<file path="config.mk">
export PLATFORM = sky130hd
export DESIGN_NAME = boot_seq_ctrl
export DESIGN_NICKNAME = d
export VERILOG_FILES = /design/src/rtl/boot_seq_pkg.sv /design/src/rtl/boot_wait_timer.sv /design/src/rtl/boot_retry_track.sv /design/src/rtl/boot_sw_err_check.sv /design/src/rtl/boot_seq_ctrl.sv
export SDC_FILE = /design/constraint.sdc
export NUM_CORES = 1
export LEC_CHECK = 0
export CORE_MARGIN = 5
export CORE_UTILIZATION = 61
export DETAILED_ROUTE_END_ITERATION = 16
export PLACE_DENSITY = 0.83
export REMOVE_ABC_BUFFERS = 1
export SYNTH_ARGS = -nofsm -noshare
export SYNTH_HDL_FRONTEND = slang
export SYNTH_SLANG_ARGS = --single-unit
</file>
<file path="constraint.sdc">
create_clock -name clk -period 4.84 [get_ports clk]
set_clock_uncertainty 0.15 [all_clocks]
set_input_delay 1.21 -clock clk [delete_from_list [all_inputs] [get_ports clk]]
set_output_delay 1.21 -clock clk [all_outputs]
set_load 0.1 [all_outputs]
</file>
<file path="src/rtl/boot_seq_pkg.sv">
package boot_seq_pkg;
  localparam int unsigned CODE_W = 8;

  typedef enum logic [2:0] {
    ST_PWR,   // waiting for power and clock
    ST_HOLD,  // both resets forced between attempts
    ST_GFX,   // graphics released, waiting for reset-done
    ST_LINK,  // waiting for link L0
    ST_HS,    // CPU released, waiting for handshake
    ST_DONE,  // boot finished
    ST_HALT   // retries exhausted
  } seq_st_t;

  localparam logic [CODE_W-1:0] CODE_NO_RSTDONE = 8'h08;
  localparam logic [CODE_W-1:0] CODE_NO_L0      = 8'h09;
  localparam logic [CODE_W-1:0] CODE_NO_HS      = 8'h0A;
  localparam logic [CODE_W-1:0] SW_CODE_LO      = 8'h10;
  localparam logic [CODE_W-1:0] SW_CODE_HI      = 8'h15;

  localparam int unsigned N_STAGES = 3;
endpackage

</file>
<file path="src/rtl/boot_wait_timer.sv">
module boot_wait_timer #(
  parameter int unsigned LIMIT = 16
) (
  input  logic clk,
  input  logic rst,
  input  logic run,
  output logic hit
);
  localparam int unsigned CW = $clog2(LIMIT + 1);

  logic [CW-1:0] cnt;

  // Cleared whenever the owning state is not active, so it starts at zero on entry.
  always_ff @(posedge clk) begin
    if (rst || !run) cnt <= '0;
    else if (!hit)   cnt <= cnt + 1'b1;
  end

  assign hit = run && (cnt == CW'(LIMIT - 1));
endmodule

</file>
<file path="src/rtl/boot_retry_track.sv">
module boot_retry_track #(
  parameter int unsigned MAX_RETRY = 4
) (
  input  logic clk,
  input  logic rst,
  input  logic fail,
  output logic last
);
  localparam int unsigned RW = $clog2(MAX_RETRY + 1);

  logic [RW-1:0] used;

  always_ff @(posedge clk) begin
    if (rst)               used <= '0;
    else if (fail && !last) used <= used + 1'b1;
  end

  assign last = (used == RW'(MAX_RETRY));
endmodule

</file>
<file path="src/rtl/boot_sw_err_check.sv">
module boot_sw_err_check
  import boot_seq_pkg::*;
(
  input  logic              vld,
  input  logic [CODE_W-1:0] code,
  output logic              hit
);
  assign hit = vld && (code >= SW_CODE_LO) && (code <= SW_CODE_HI);
endmodule

</file>
<file path="src/rtl/boot_seq_ctrl.sv">
module boot_seq_ctrl
  import boot_seq_pkg::*;
#(
  parameter int unsigned GFX_TMO   = 4096,
  parameter int unsigned LINK_TMO  = 8192,
  parameter int unsigned HS_TMO    = 65536,
  parameter int unsigned HOLD_CYC  = 64,
  parameter int unsigned MAX_RETRY = 4
) (
  input  logic              clk,
  input  logic              rst,
  input  logic              pwr_clk_ok,
  input  logic              gfx_rst_done,
  input  logic              link_l0,
  input  logic              hs_req,
  input  logic              sw_err_vld,
  input  logic [CODE_W-1:0] sw_err_code,
  output logic              gfx_reset,
  output logic              cpu_reset,
  output logic              boot_done,
  output logic [CODE_W-1:0] err_code,
  output logic              halted
);
  localparam int unsigned TMO [N_STAGES] = '{GFX_TMO, LINK_TMO, HS_TMO};

  seq_st_t state, nxt;
  logic [N_STAGES-1:0] stage_run, tmo_hit;
  logic hold_hit, last_try, sw_hit, fail;
  logic [CODE_W-1:0] fail_code;

  assign stage_run = {state == ST_HS, state == ST_LINK, state == ST_GFX};

  for (genvar g = 0; g < N_STAGES; g++) begin : g_stage_tmr
    boot_wait_timer #(.LIMIT(TMO[g])) u_tmr (
      .clk (clk),
      .rst (rst),
      .run (stage_run[g]),
      .hit (tmo_hit[g])
    );
  end

  boot_wait_timer #(.LIMIT(HOLD_CYC)) u_hold (
    .clk (clk),
    .rst (rst),
    .run (state == ST_HOLD),
    .hit (hold_hit)
  );

  boot_retry_track #(.MAX_RETRY(MAX_RETRY)) u_retry (
    .clk  (clk),
    .rst  (rst),
    .fail (fail),
    .last (last_try)
  );

  boot_sw_err_check u_swchk (
    .vld  (sw_err_vld),
    .code (sw_err_code),
    .hit  (sw_hit)
  );

  always_comb begin
    nxt       = state;
    fail      = 1'b0;
    fail_code = '0;
    unique case (state)
      ST_PWR:  if (pwr_clk_ok) nxt = ST_GFX;
      ST_HOLD: if (hold_hit && pwr_clk_ok) nxt = ST_GFX;
      ST_GFX: begin
        if (gfx_rst_done) nxt = ST_LINK;
        else if (tmo_hit[0]) begin fail = 1'b1; fail_code = CODE_NO_RSTDONE; end
      end
      ST_LINK: begin
        if (link_l0) nxt = ST_HS;
        else if (tmo_hit[1]) begin fail = 1'b1; fail_code = CODE_NO_L0; end
      end
      ST_HS: begin
        // a software failure report outranks a handshake in the same cycle
        if (sw_hit) begin fail = 1'b1; fail_code = sw_err_code; end
        else if (hs_req) nxt = ST_DONE;
        else if (tmo_hit[2]) begin fail = 1'b1; fail_code = CODE_NO_HS; end
      end
      default: nxt = state;
    endcase
    if (fail) nxt = last_try ? ST_HALT : ST_HOLD;
  end

  always_ff @(posedge clk) begin
    if (rst) begin
      state     <= ST_PWR;
      gfx_reset <= 1'b1;
      cpu_reset <= 1'b1;
      boot_done <= 1'b0;
      halted    <= 1'b0;
      err_code  <= '0;
    end else begin
      state     <= nxt;
      gfx_reset <= !(nxt inside {ST_GFX, ST_LINK, ST_HS, ST_DONE});
      cpu_reset <= !(nxt inside {ST_HS, ST_DONE});
      boot_done <= (nxt == ST_DONE);
      halted    <= (nxt == ST_HALT);
      if (fail) err_code <= fail_code;
    end
  end
endmodule

</file>
# After elaboration in Yosys (flattened, before gate mapping)
# Cells that the tools add are included.
# word_totals
regBits	69
latch_bits	0
ramBits	0
mem_bits_ro	0
input_bits	15
n_memories	0
# op_classes
add_sub_neg	5
n_mul	0
div	0
order_cmp	2
eq_ne	14
shift	0
muxes	25
bitwise	0
n_reduce_logical	22
# ops
cell	n
$mux W3	8
$mux W4	6
$pmux W8 S3	1
$add A17 B1 Y17 const B	1
$eq A17 B16 Y1 const B	1
$eq A3 B3 Y1 const B	5
$pmux W3 S5	1
$add A14 B1 Y14 const B	1
$eq A14 B13 Y1 const B	1
$add A13 B1 Y13 const B	1
$eq A13 B12 Y1 const B	1
$eq A3 B2 Y1 const B	4
$ge A8 B5 Y1 const B	1
$le A8 B5 Y1 const B	1
$logic_and A1 B1 Y1	8
$mux W8	1
$add A7 B1 Y7 const B	1
$eq A7 B6 Y1 const B	1
$logic_not A1 Y1	7
$mux W1	7
$logic_or A1 B1 Y1	4
$reduce_bool A4 Y1	1
$add A3 B1 Y3 const B	1
$eq A3 B1 Y1 const B	1
other kinds (3)	3

# Depth between registers and ports, before layout
# Gate-level depths: netlist (run 1).
# logic_depth
depth_word	10
ltp_mapped	12
depth_no_buf	10

# By module
# A second synthesis (run 1) with hierarchy kept.
# hier_totals
hier_cells	389
hier_area_um2	3540.9
# modules_own_cells
module	n_inst	cells_each	area_per_inst_um2
boot_wait_timer (g_stage_tmr[2].u_tmr)	1	95	839.6
boot_seq_ctrl	1	79	754.5
boot_wait_timer (g_stage_tmr[1].u_tmr)	1	78	715.7
boot_wait_timer (g_stage_tmr[0].u_tmr)	1	77	680.7
boot_wait_timer (u_hold)	1	39	342.8
boot_retry_track	1	18	182.7
boot_sw_err_check	1	3	25.0

# Worst setup path before layout (run 1)
# No wires, ideal clock.
# synth_path
path_kind	input to register
from	input sw_err_code[6]
to	register u_retry.used[0]
setup_ps	123
t_arrival_ps	2587
required_time_ps	4567
setup_slack_ps	1980
stages	5
cell_sequence	nor4b_1 > a41oi_1 > a2bb2oi_2 > a21boi_2 > mux2_1
# synth_between
elab_chain_cells	6
# synth_rtl
item	line	source
start, declared	boot_seq_ctrl.sv:17	input logic [CODE_W-1:0] sw_err_code,
$ge A8 B5 Y1	boot_sw_err_check.sv:8	assign hit = vld && (code >= SW_CODE_LO) && (code <= SW_CODE_HI);
$logic_and A1 B1 Y1	boot_sw_err_check.sv:8	
$logic_and A1 B1 Y1 *	boot_sw_err_check.sv:8	
$mux W1 *	boot_seq_ctrl.sv:79	if (sw_hit) begin fail = 1'b1; fail_code = sw_err_code; end
$pmux W1 S3 *	boot_seq_ctrl.sv:66	unique case (state)
$logic_and A1 B1 Y1 *	boot_retry_track.sv:15	else if (fail && !last) used <= used + 1'b1;
end signal, assigned	boot_retry_track.sv:15	
end, declared	boot_retry_track.sv:11	logic [RW-1:0] used;
# Every way passes the cells marked *; elsewhere a longest branch is shown, timed or not.
# A chain may end at the register's enable or synchronous reset.

# Worst setup path after layout (run 1)
# layout_path
from	register err_code[0]
to	output err_code[0]
# layout_rtl
item	line	source
start, declared	boot_seq_ctrl.sv:21	output logic [CODE_W-1:0] err_code,
start signal, assigned	boot_seq_ctrl.sv:102	if (fail) err_code <= fail_code;
# No word-level cell between the ends.

==> summary.txt, run 1 <==
synthesis-to-layout area growth = 14.3%
Pwr Density = 281 mW/mm^2
Final Hold Vio Count = 0
setup slack at placement = 1.38 ns
predominant post-synthesis flop cell = dfxtp_1
Max clock buf depth = 2
Syn Area/Cell = 8.82 um^2
crit path capture type = primary output
Post-CTS Hold Buffers = 0
Hold Crit Endpoint = u_hold.cnt[6]$_SDFFE_PP0P_
Hold Crit Depth = 1
RSZ-0062 raised after global routing = no
via count = 2703
hold_sp = u_hold.cnt[6]$_SDFFE_PP0P_
Die Y = 83.3 um
dpl hpwl = 4.74 mm
CP cell instances = clkdlybuf4s50_1
setup TNS = 0 ns
GP Congestion = 0.826
switching part of the total = 0.244
Hold WC Path Type = reg -> reg
EDFF count, synth = 0
Reg2Reg Setup Slack = 1.84 ns
CTS tree = done
top-level I/O count = 27
FILL cells = 382
P_sw = 0.256 mW
worst reg2reg path depth = 10
Final ANT Viol Nets = 0
Final period util = 0.664
multi-input logic area = 0.00177 mm^2
simple-gate share of the synthesized area = 0.279
Peak Freq = 311 MHz
per-cell routed wire length = 13.8 um
Util after Layout = 0.723
Synth Cell Area = 0.00327 mm^2
FF-to-FF Start = g_stage_tmr[2].u_tmr.cnt[6]$_SDFFE_PP0P_
Crit path required time = 3.48 ns
Synth Area in Compound Gates = 0.128
clock latency on the worst-skew pair = 0.34 ns
antenna cells = 0
cell depth of the worst setup path = 1
combinational group share of total power = 0.058
most frequent cells in the layout = dfxtp_1, nor2_1, clkdlybuf4s50_1
Chip Width = 83.3 um
CP startpoint kind = register
worst flop-to-flop path endpoint = u_retry.used[0]$_SDFFE_PP0P_
total of max-cap violations = 0
initial antenna violation count = 0
DR vias/cell = 5.75
Reg area = 0.00138 mm^2
cell family with most CP delay = buffers and inverters
Num CTS Buffers = 9
fin crit period = 3.21 ns
Seq/Total Area, Yosys = 0.422
run status = complete, no violations
setup bufs post-CTS = 0
Starting DRT DRC Count = 215
DRC viols = 0
largest net degree at the start of global routing = 19
gr ovfl total = 0
worst path bufs/invs = 1
Slew Limit Fails = 0
LEAKAGE = 1.23 nW
final net count = 417
min setup slack post-route = 1.63 ns
first-pass GRT wire length = 11.3 mm
Reg power frac = 0.549
initial core utilization = 0.633
commonest non-fill, non-tap cell in the layout = dfxtp_1
Setup Crit Path Kind = reg -> out
multiplexer area fraction after synthesis = 0.0141
synthesis-stage register bit count = 69
VDD IR max = 0.235 mV
Cell Rows = 26
CP max stage delay = 1.15 ns
share of cells above drive strength 1 = 0.0825
Async SR Flop Fraction = 0
GRT Total Usage = 0.196
vias in the first global route = 2567
I/O Buffers = 26
depth of the CTS H-tree = 3
Routed WL = 6.50 mm
Die ar. = 0.00693 mm^2
CP max stage cell = clkdlybuf4s50_1
Clk pin slew, worst setup/hold paths = 0.07 ns
Synth Area in XOR/XNOR = 0.0937
Clock power frac = 0.394
Synth Area in Adders = 0.0268
DR pass1 iterations = 4
Core ar. = 0.00517 mm^2
Critical Path AT = 1.85 ns
cell count after synthesis = 371
transition time of the tightest slew-check pin = 0.993 ns
Cell Int Power = 0.796 mW
setup violators final = 0
max_slew headroom = 0.336
CP max FO = 2
largest family of logic cells by synthesized area = simple AND/OR/NAND/NOR gates
clock sink count = 69
post-cts gate resize count = 0
root buffer cell = clkbuf_8
Syn. warnings = 0
Yosys cell types = 54
[metrics by stage]
stage	power [mW]	instances	instance area (um^2)	hold slack, ns
after global placement	0.649	454	3560	0.294
after CTS	1.06	470	3740	0.317
final	1.05	470	3740	0.313
after global routing	1.10	470	3740	0.335
after floorplan	0.626	358	3220	0.289
after detailed placement	0.651	454	3560	0.300
[cell usage after synthesis (2+ instances only)]
cell type	number	area, um^2
and3_1	7	43.8
or3_1	7	43.8
ha_1	7	87.6
xor2_1	11	96.3
a21oi_1	19	95.1
o21ai_0	8	40.0
a31oi_1	2	12.5
clkbuf_1	11	41.3
and2b_1	2	15.0
or2_2	2	12.5
and4_1	5	43.8
a211oi_1	8	60.1
nand2_1	24	90.1
nor2_1	56	210
dfxtp_1	69	1380
nor3b_1	3	22.5
inv_1	17	63.8
nand3_1	20	100
nand4_1	11	68.8
nor2b_1	4	25.0
nand2b_1	3	18.8
and2_1	5	31.3
nor4_4	2	42.5
mux2i_1	2	20.0
nor4_1	5	31.3
nor3_1	8	40.0
xnor2_1	24	210
a211oi_2	3	37.5
[registers in the layout, summed over array words and instances (netlist names), 3 cells and up]
signal / cells
g_stage_tmr.u_tmr.cnt: 44
u_retry.used: 3
err_code: 8
u_hold.cnt: 7
state: 3
[layout make-up]
type / count / area share
Clock buffer: 10 / 0.0368
Clock inverter: 6 / 0.0104
Inverter: 17 / 0.0171
Multi-Input combinational cell: 272 / 0.473
Sequential cell: 69 / 0.369
Tap cell: 70 / 0.0234
Timing Repair Buffer: 26 / 0.0696
[routing by layer]
layer	part of all wire	up-vias	global-route usage
met1	0.47	1290	0.245
met2	0.47	59	0.319
met4	0.011	0	0.0565
li1	-	1347	-
met5	0	-	0
met3	0.049	7	0.0653
[kinds of logic after synthesis]
group,after synthesis
AOI/OAI and AO/OA,55
and+or+nand+nor,171
buffers and inverters,30
muxes,4
DFF,69
xor gates and xnor gates,35
adders and majority gates,7
[power by group through the flow]
stage | combinational, mW | clock (mW) | sequential (mW)
final | 0.0605 | 0.414 | 0.578
after global routing | 0.0647 | 0.454 | 0.578
after CTS | 0.0607 | 0.425 | 0.577
after detailed placement | 0.0602 | 0 | 0.591
after global placement | 0.0592 | 0 | 0.590
after floorplan | 0.0274 | 0 | 0.598
[worst register-to-register path: cells and delay by family (launching register included)]
family / cells / cell delay [ns]
AND/OR/NAND/NOR: 5 / 0.97
multiplexers: 1 / 0.34
AO/OA/AOI/OAI: 3 / 0.66
adder cells (fa/ha/maj): 1 / 0.35
flip-flops: 1 / 0.41
[worst max-delay path by stage]
stage | start | end | slack, ns
6_report | err_code[0]$_SDFFE_PP0P_ | err_code[0] | 1.63
4_1_cts | err_code[0]$_SDFFE_PP0P_ | err_code[0] | 1.61
3_5_place_dp | sw_err_code[6] | u_retry.used[0]$_SDFFE_PP0P_ | 1.38
5_1_grt | err_code[0]$_SDFFE_PP0P_ | err_code[0] | 1.58
3_3_place_gp | sw_err_code[6] | u_retry.used[0]$_SDFFE_PP0P_ | 1.45
2_1_floorplan | sw_err_code[6] | u_retry.used[0]$_SDFFE_PP0P_ | 1.96
(Power assumes the default switching activity.)
==> run 2, diff against run 1 <==
--- a/config.mk
+++ b/config.mk
@@ -6,9 +6,9 @@
 export NUM_CORES = 1
 export LEC_CHECK = 0
 export CORE_MARGIN = 5
-export CORE_UTILIZATION = 61
+export CORE_UTILIZATION = 57
 export DETAILED_ROUTE_END_ITERATION = 16
-export PLACE_DENSITY = 0.83
+export PLACE_DENSITY = 0.79
 export REMOVE_ABC_BUFFERS = 1
 export SYNTH_ARGS = -nofsm -noshare
 export SYNTH_HDL_FRONTEND = slang
==> constraint.sdc (replaced) <==
create_clock -name clk -period 2.99 [get_ports clk]
set_clock_uncertainty 0.15 [all_clocks]
set_input_delay 0.7475 -clock clk [delete_from_list [all_inputs] [get_ports clk]]
set_output_delay 0.7475 -clock clk [all_outputs]
set_load 0.1 [all_outputs]
==> run 2 against run 1 <==
  * Largest power group unchanged
  * Critical path type is now reg -> reg
  * Utilization is 4.5 points lower
  * Cell count is 1.7% higher
  * Global-route usage fell by 1.1 points
  * Sequential power grew 62%
==> summary.txt, run 2 (synthesis results as in run 1) <==
total of max-cap violations = 0 (unchanged)
crit path capture type = register (was primary output)
Setup Crit Path Kind = reg -> reg (was reg -> out)
hold_sp = err_code[0]$_SDFFE_PP0P_ (was u_hold.cnt[6]$_SDFFE_PP0P_)
Routed WL = 6.46 mm (was 6.50 mm)
setup TNS = 0 ns (unchanged)
Hold WC Path Type = reg -> reg (unchanged)
DR pass1 iterations = 4 (unchanged)
dpl hpwl = 4.77 mm (was 4.74 mm)
Crit path required time = 3.04 ns (was 3.48 ns)
Die Y = 85.8 um (was 83.3 um)
run status = complete, no violations (unchanged)
GP Congestion = 0.815 (was 0.826)
post-cts gate resize count = 0 (unchanged)
Num CTS Buffers = 9 (unchanged)
CP max FO = 7 (was 2)
root buffer cell = clkbuf_8 (unchanged)
DRC viols = 0 (unchanged)
Largest register FFs = 44 (unchanged)
vias in the first global route = 2496 (was 2567)
setup violators final = 0 (unchanged)
clock latency on the worst-skew pair = 0.34 ns (about the same)
min setup slack post-route = 0.301 ns (was 1.63 ns)
Core ar. = 0.00554 mm^2 (was 0.00517 mm^2)
setup slack at placement = 0.0419 ns (was 1.38 ns)
setup bufs post-CTS = 0 (unchanged)
Cell Rows = 27 (was 26)
synthesis-to-layout area growth = 14.8% (was 14.3%)
LEAKAGE = 1.28 nW (was 1.23 nW)
CTS tree = done (unchanged)
Die ar. = 0.00736 mm^2 (was 0.00693 mm^2)
DR vias/cell = 5.48 (was 5.75)
Max clock buf depth = 2 (unchanged)
I/O Buffers = 26 (unchanged)
GRT Total Usage = 0.184 (was 0.196)
VDD IR max = 0.371 mV (was 0.235 mV)
antenna cells = 0 (unchanged)
RSZ-0062 raised after global routing = no (unchanged)
transition time of the tightest slew-check pin = 0.472 ns (was 0.993 ns)
Final period util = 0.899
worst flop-to-flop path endpoint = u_retry.used[2]$_SDFFE_PP0P_ (was u_retry.used[0]$_SDFFE_PP0P_)
Post-CTS Hold Buffers = 0 (unchanged)
via count = 2618 (was 2703)
initial antenna violation count = 0 (unchanged)
Critical Path AT = 2.74 ns (was 1.85 ns)
gr ovfl total = 0 (unchanged)
Hold Crit Endpoint = err_code[0]$_SDFFE_PP0P_ (was u_hold.cnt[6]$_SDFFE_PP0P_)
largest net degree at the start of global routing = 18 (was 19)
worst reg2reg path depth = 10 (unchanged)
biggest regs = g_stage_tmr.u_tmr.cnt (44), err_code (8), u_hold.cnt (7) (unchanged)
Reg2Reg Setup Slack = 0.30 ns (was 1.84 ns)
Pwr Density = 442 mW/mm^2 (was 281 mW/mm^2)
per-cell routed wire length = 13.5 um (was 13.8 um)
Reg with most FFs = g_stage_tmr.u_tmr.cnt (unchanged)
Hold Crit Depth = 2 (was 1)
top-level I/O count = 27 (unchanged)
commonest non-fill, non-tap cell in the layout = dfxtp_1 (unchanged)
Chip Width = 85.8 um (was 83.3 um)
depth of the CTS H-tree = 3 (unchanged)
initial core utilization = 0.591 (was 0.633)
Starting DRT DRC Count = 109 (was 215)
Final Hold Vio Count = 0 (unchanged)
most frequent cells in the layout = dfxtp_1, nor2_1, nand2_1, xnor2_1, buf_4 (was dfxtp_1, nor2_1, clkdlybuf4s50_1)
CP startpoint kind = register (unchanged)
FF-to-FF Start = g_stage_tmr[2].u_tmr.cnt[6]$_SDFFE_PP0P_ (unchanged)
fin crit period = 2.69 ns
Peak Freq = 372 MHz
first-pass GRT wire length = 11.0 mm (was 11.3 mm)
max_slew headroom = 0.685 (was 0.336)
Slew Limit Fails = 0 (unchanged)
Clk pin slew, worst setup/hold paths = 0.07 ns (about the same)
Final ANT Viol Nets = 0 (unchanged)
share of cells above drive strength 1 = 0.123 (was 0.0825)
clock sink count = 69 (unchanged)
final net count = 426 (was 417)
## run 2: final cells by class
class	count	area (um^2)
fill	469	1780
multi-input combinational	272	1770
sequential	69	1380
timing repair buffer	35	298
clock buffer	11	141
tap	72	90.1
inverter	17	63.8
clock inverter	2	12.5
## run 2: where the power goes
group | internal [mW] | switching (mW)
logic | 0.0447 | 0.0547
registers | 0.926 | 0.00967
clock network | 0.308 | 0.317
## run 2: per-layer routing
| metal | vias to the layer above | share of wire | track usage |
|---|---|---|---|
| met4 | 0 | 0.015 | 0.0820 |
| met2 | 42 | 0.47 | 0.306 |
| met3 | 9 | 0.042 | 0.0442 |
| met5 | - | 0 | 0 |
| li1 | 1360 | - | - |
| met1 | 1207 | 0.47 | 0.226 |
## run 2: per-stage QoR
stage	area [um^2]	instances	utilization	hold slack (ns)	power (mW)
finish	3760	478	0.678	0.309	1.66
global route	3760	478	0.678	0.337	1.73
CTS	3760	478	0.678	0.315	1.68
detailed placement	3600	465	0.650	0.299	1.06
global placement	3600	465	0.650	0.295	1.05
floorplan	3220	358	-	0.289	1.01
## run 2: how the worst max path moves through the flow
| stage | start | end | slack, ns | depth (start not counted) |
|---|---|---|---|---|
| global placement | sw_err_code[6] | u_retry.used[0]$_SDFFE_PP0P_ | 0.19 | 6 |
| global route | g_stage_tmr[2].u_tmr.cnt[8]$_SDFFE_PP0P_ | boot_done$_SDFF_PP0_ | 0.10 | 11 |
| finish | g_stage_tmr[2].u_tmr.cnt[6]$_SDFFE_PP0P_ | u_retry.used[2]$_SDFFE_PP0P_ | 0.30 | 10 |
| detailed placement | sw_err_code[6] | u_retry.used[2]$_SDFFE_PP0P_ | 0.04 | 6 |
| floorplan | g_stage_tmr[2].u_tmr.cnt[8]$_SDFFE_PP0P_ | u_retry.used[0]$_SDFFE_PP0P_ | 0.38 | 10 |
| CTS | g_stage_tmr[2].u_tmr.cnt[9]$_SDFFE_PP0P_ | boot_done$_SDFF_PP0_ | 0.29 | 11 |
## run 2: worst max-delay path, cell delays in order (launching register included)
cell	delay, ns
dfxtp_1	0.41
and4_1	0.30
and4_1	0.25
nand3_1	0.13
nor2_1	0.15
ha_1	0.17
nor2b_1	0.13
a41oi_1	0.08
a2bb2oi_2	0.25
a2111oi_0	0.45
a211oi_1	0.10
==> run 3, diff against run 2 <==
--- a/config.mk
+++ b/config.mk
@@ -6,10 +6,12 @@
 export NUM_CORES = 1
 export LEC_CHECK = 0
 export CORE_MARGIN = 5
-export CORE_UTILIZATION = 57
+export CORE_UTILIZATION = 58
 export DETAILED_ROUTE_END_ITERATION = 16
 export PLACE_DENSITY = 0.79
 export REMOVE_ABC_BUFFERS = 1
+export SLEW_MARGIN = 20
 export SYNTH_ARGS = -nofsm -noshare
 export SYNTH_HDL_FRONTEND = slang
+export SYNTH_HIERARCHICAL = 1
 export SYNTH_SLANG_ARGS = --single-unit
==> run 3 against run 2 <==
  * Critical endpoint is now u_retry/used[0]$_SDFFE_PP0P_
  * Critical path type unchanged
  * Synthesized cell count grew 4.9%
  * Clock power is 0.6% higher
  * Hold slack got worse by 0.019 ns
  * Setup slack worse by 0.13 ns
  * Sequential share of layout area shrank 2.8 points
  * Maximum frequency decreased by 4.7%
==> summary.txt, run 3 <==
share of the synthesized area in the top cell type = 0.390 (was 0.422)
Slew Limit Fails = 0 (unchanged)
fin crit period = 2.82 ns (was 2.69 ns)
largest net degree at the start of global routing = 17 (was 18)
depth of the CTS H-tree = 3 (unchanged)
Syn. warnings = 6 (was 0)
vias in the first global route = 2845 (was 2496)
Synth Cell Area = 0.00354 mm^2 (was 0.00327 mm^2)
first-pass GRT wire length = 12.9 mm (was 11.0 mm)
Cell Rows = 28 (was 27)
commonest non-fill, non-tap cell in the layout = dfxtp_1 (unchanged)
initial core utilization = 0.598 (was 0.591)
Peak Freq = 354 MHz (was 372 MHz)
Max clock buf depth = 2 (unchanged)
Largest register FFs = 44 (unchanged)
Yosys cell types = 72 (was 54)
final net count = 454 (was 426)
most frequent cells in the layout = dfxtp_1, buf_4, nand2_1, nor2_1, a21oi_1 (was dfxtp_1, nor2_1, nand2_1, xnor2_1, buf_4)
DR vias/cell = 5.93 (was 5.48)
Core ar. = 0.00592 mm^2 (was 0.00554 mm^2)
Chip Width = 88.1 um (was 85.8 um)
max_slew headroom = 0.660 (was 0.685)
placed insts = 496 (was 465)
dpl hpwl = 5.39 mm (was 4.77 mm)
CP startpoint kind = register (unchanged)
root buffer cell = clkbuf_8 (unchanged)
Hold WC Path Type = reg -> reg (unchanged)
Seq/Total Area, Yosys = 0.390 (was 0.422)
Final ANT Viol Nets = 0 (unchanged)
Crit path required time = 3.08 ns (was 3.04 ns)
VDD IR max = 0.344 mV (was 0.371 mV)
cell count after synthesis = 389 (was 371)
Pwr Density = 412 mW/mm^2 (was 442 mW/mm^2)
setup bufs post-CTS = 0 (unchanged)
Reg with most FFs = g_stage_tmr.u_tmr/cnt (was g_stage_tmr.u_tmr.cnt)
Die ar. = 0.00777 mm^2 (was 0.00736 mm^2)
synthesis-stage register bit count = 69 (unchanged)
initial antenna violation count = 0 (unchanged)
Finished Layout Cells = 512 (was 478)
GP Congestion = 0.833 (was 0.815)
CTS tree = done (unchanged)
setup violators final = 0 (unchanged)
Commonest cells post-synth = dfxtp_1, nand2_1, nor2_1 (was dfxtp_1, nor2_1, nand2_1, xnor2_1, nand3_1)
Async SR Flop Fraction = 0 (unchanged)
clock sink count = 69 (unchanged)
CP max FO = 3 (was 7)
synthesis-to-layout area growth = 14.9% (was 14.8%)
Setup Crit Path Kind = reg -> reg (unchanged)
run status = complete, no violations (unchanged)
top-count cell post-synth = dfxtp_1 (unchanged)
top-level I/O count = 27 (unchanged)
per-cell routed wire length = 14.6 um (was 13.5 um)
Final Hold Vio Count = 0 (unchanged)
RSZ-0062 raised after global routing = no (unchanged)
Clk pin slew, worst setup/hold paths = 0.07 ns (about the same)
transition time of the tightest slew-check pin = 0.509 ns (was 0.472 ns)
via count = 3036 (was 2618)
area leader, netlist = dfxtp_1 (unchanged)
Syn Area/Cell = 9.10 um^2 (was 8.82 um^2)
Starting DRT DRC Count = 152 (was 109)
Routed WL = 7.48 mm (was 6.46 mm)
LEAKAGE = 1.47 nW (was 1.28 nW)
gr ovfl total = 0 (unchanged)
predominant post-synthesis flop cell = dfxtp_1 (unchanged)
GRT Total Usage = 0.212 (was 0.184)
Util after Layout = 0.687 (was 0.678)
Critical Path AT = 2.91 ns (was 2.74 ns)
biggest regs = g_stage_tmr.u_tmr/cnt (44), err_code (8), u_hold/cnt (7) (was g_stage_tmr.u_tmr.cnt (44), err_code (8), u_hold.cnt (7))
I/O Buffers = 26 (unchanged)
EDFF count, synth = 0 (unchanged)
Num CTS Buffers = 9 (unchanged)
Total Power = 1.67 mW (was 1.66 mW)
top post-synthesis cells by area = dfxtp_1, a21oi_1, nand2_1 (was dfxtp_1, nor2_1, xnor2_1)
crit path capture type = register (unchanged)
total of max-cap violations = 0 (unchanged)
antenna cells = 0 (unchanged)
share of cells above drive strength 1 = 0.199 (was 0.123)
DR pass1 iterations = 5 (was 4)
clock latency on the worst-skew pair = 0.35 ns (was 0.34 ns)
DRC viols = 0 (unchanged)
Die Y = 88.1 um (was 85.8 um)
Final period util = 0.944 (was 0.899)
-- run 3: path summary, 6_finish.rpt --
check        slack [ns]  cells past startpoint                      endpoint                                      from
max                0.17                      9  u_retry/used[0]$_SDFFE_PP0P_  g_stage_tmr[1].u_tmr/cnt[0]$_SDFFE_PP0N_
min                0.29                      2    u_hold/cnt[6]$_SDFFE_PP0N_                u_hold/cnt[6]$_SDFFE_PP0N_
max reg2reg        0.17                      9  u_retry/used[0]$_SDFFE_PP0P_  g_stage_tmr[1].u_tmr/cnt[0]$_SDFFE_PP0N_
min reg2reg        0.29                      2    u_hold/cnt[6]$_SDFFE_PP0N_                u_hold/cnt[6]$_SDFFE_PP0N_
-- run 3: worst max-delay path: stages (launching register included) --
cell and delay, ns:
dfxtp_1 0.37, ha_1 0.18, nand3_1 0.12, or4_4 0.59
clkinv_8 0.06, or4b_1 0.50, and3_4 0.20, inv_6 0.05
a21boi_2 0.19, mux2_4 0.31
-- run 3: logic make-up (layout without fill, tap and decap cells) --
group	count (synthesis)	count (layout)	share of synthesized area
XOR/XNOR	15	15	0.0371
buffers and inverters	28	76	0.0523
adder cells (fa/ha/maj)	7	7	0.0247
flip-flops	69	69	0.390
AO/OA/AOI/OAI	85	85	0.158
AND/OR/NAND/NOR	178	178	0.316
multiplexers	7	7	0.0212
-- run 3: repair_timing --
item	CTS	global route
hold endpoints to repair	0	0
setup endpoints to repair	0	2
hold buffers	0	0
resized for setup	0	4
-- run 3: where the power goes --
group          total, mW  internal, mW  switching [mW]
clock              0.629         0.292           0.338
sequential         0.931         0.926         0.00477
combinational      0.115        0.0486          0.0663
-- run 3: layer usage --
layer,GRT usage,share of wire
met4,0.0824,0.018
met3,0.0715,0.048
met1,0.263,0.46
met5,0,0
met2,0.342,0.48
-- run 3: layout make-up --
type | instances | area, um^2
clock buffers | 10 | 128
repair buffers | 46 | 380
multi-input cells | 292 | 1980
clock inverters | 6 | 30.0
fillers | 471 | 1850
inverters | 14 | 72.6
flip-flops and latches | 69 | 1380
well taps | 75 | 93.8
-- run 3: stage by stage --
stage / setup TNS (ns) / instance area [um^2] / setup WS, ns / hold WS [ns]
2_1_floorplan: -0.0642 / 3430 / -0.0642 / 0.257
3_3_place_gp: 0 / 3900 / 0.0769 / 0.265
3_5_place_dp: 0 / 3900 / 0.0149 / 0.282
4_1_cts: 0 / 4060 / 0.0875 / 0.291
5_1_grt: 0 / 4070 / 0.0360 / 0.314
6_report: 0 / 4070 / 0.169 / 0.289
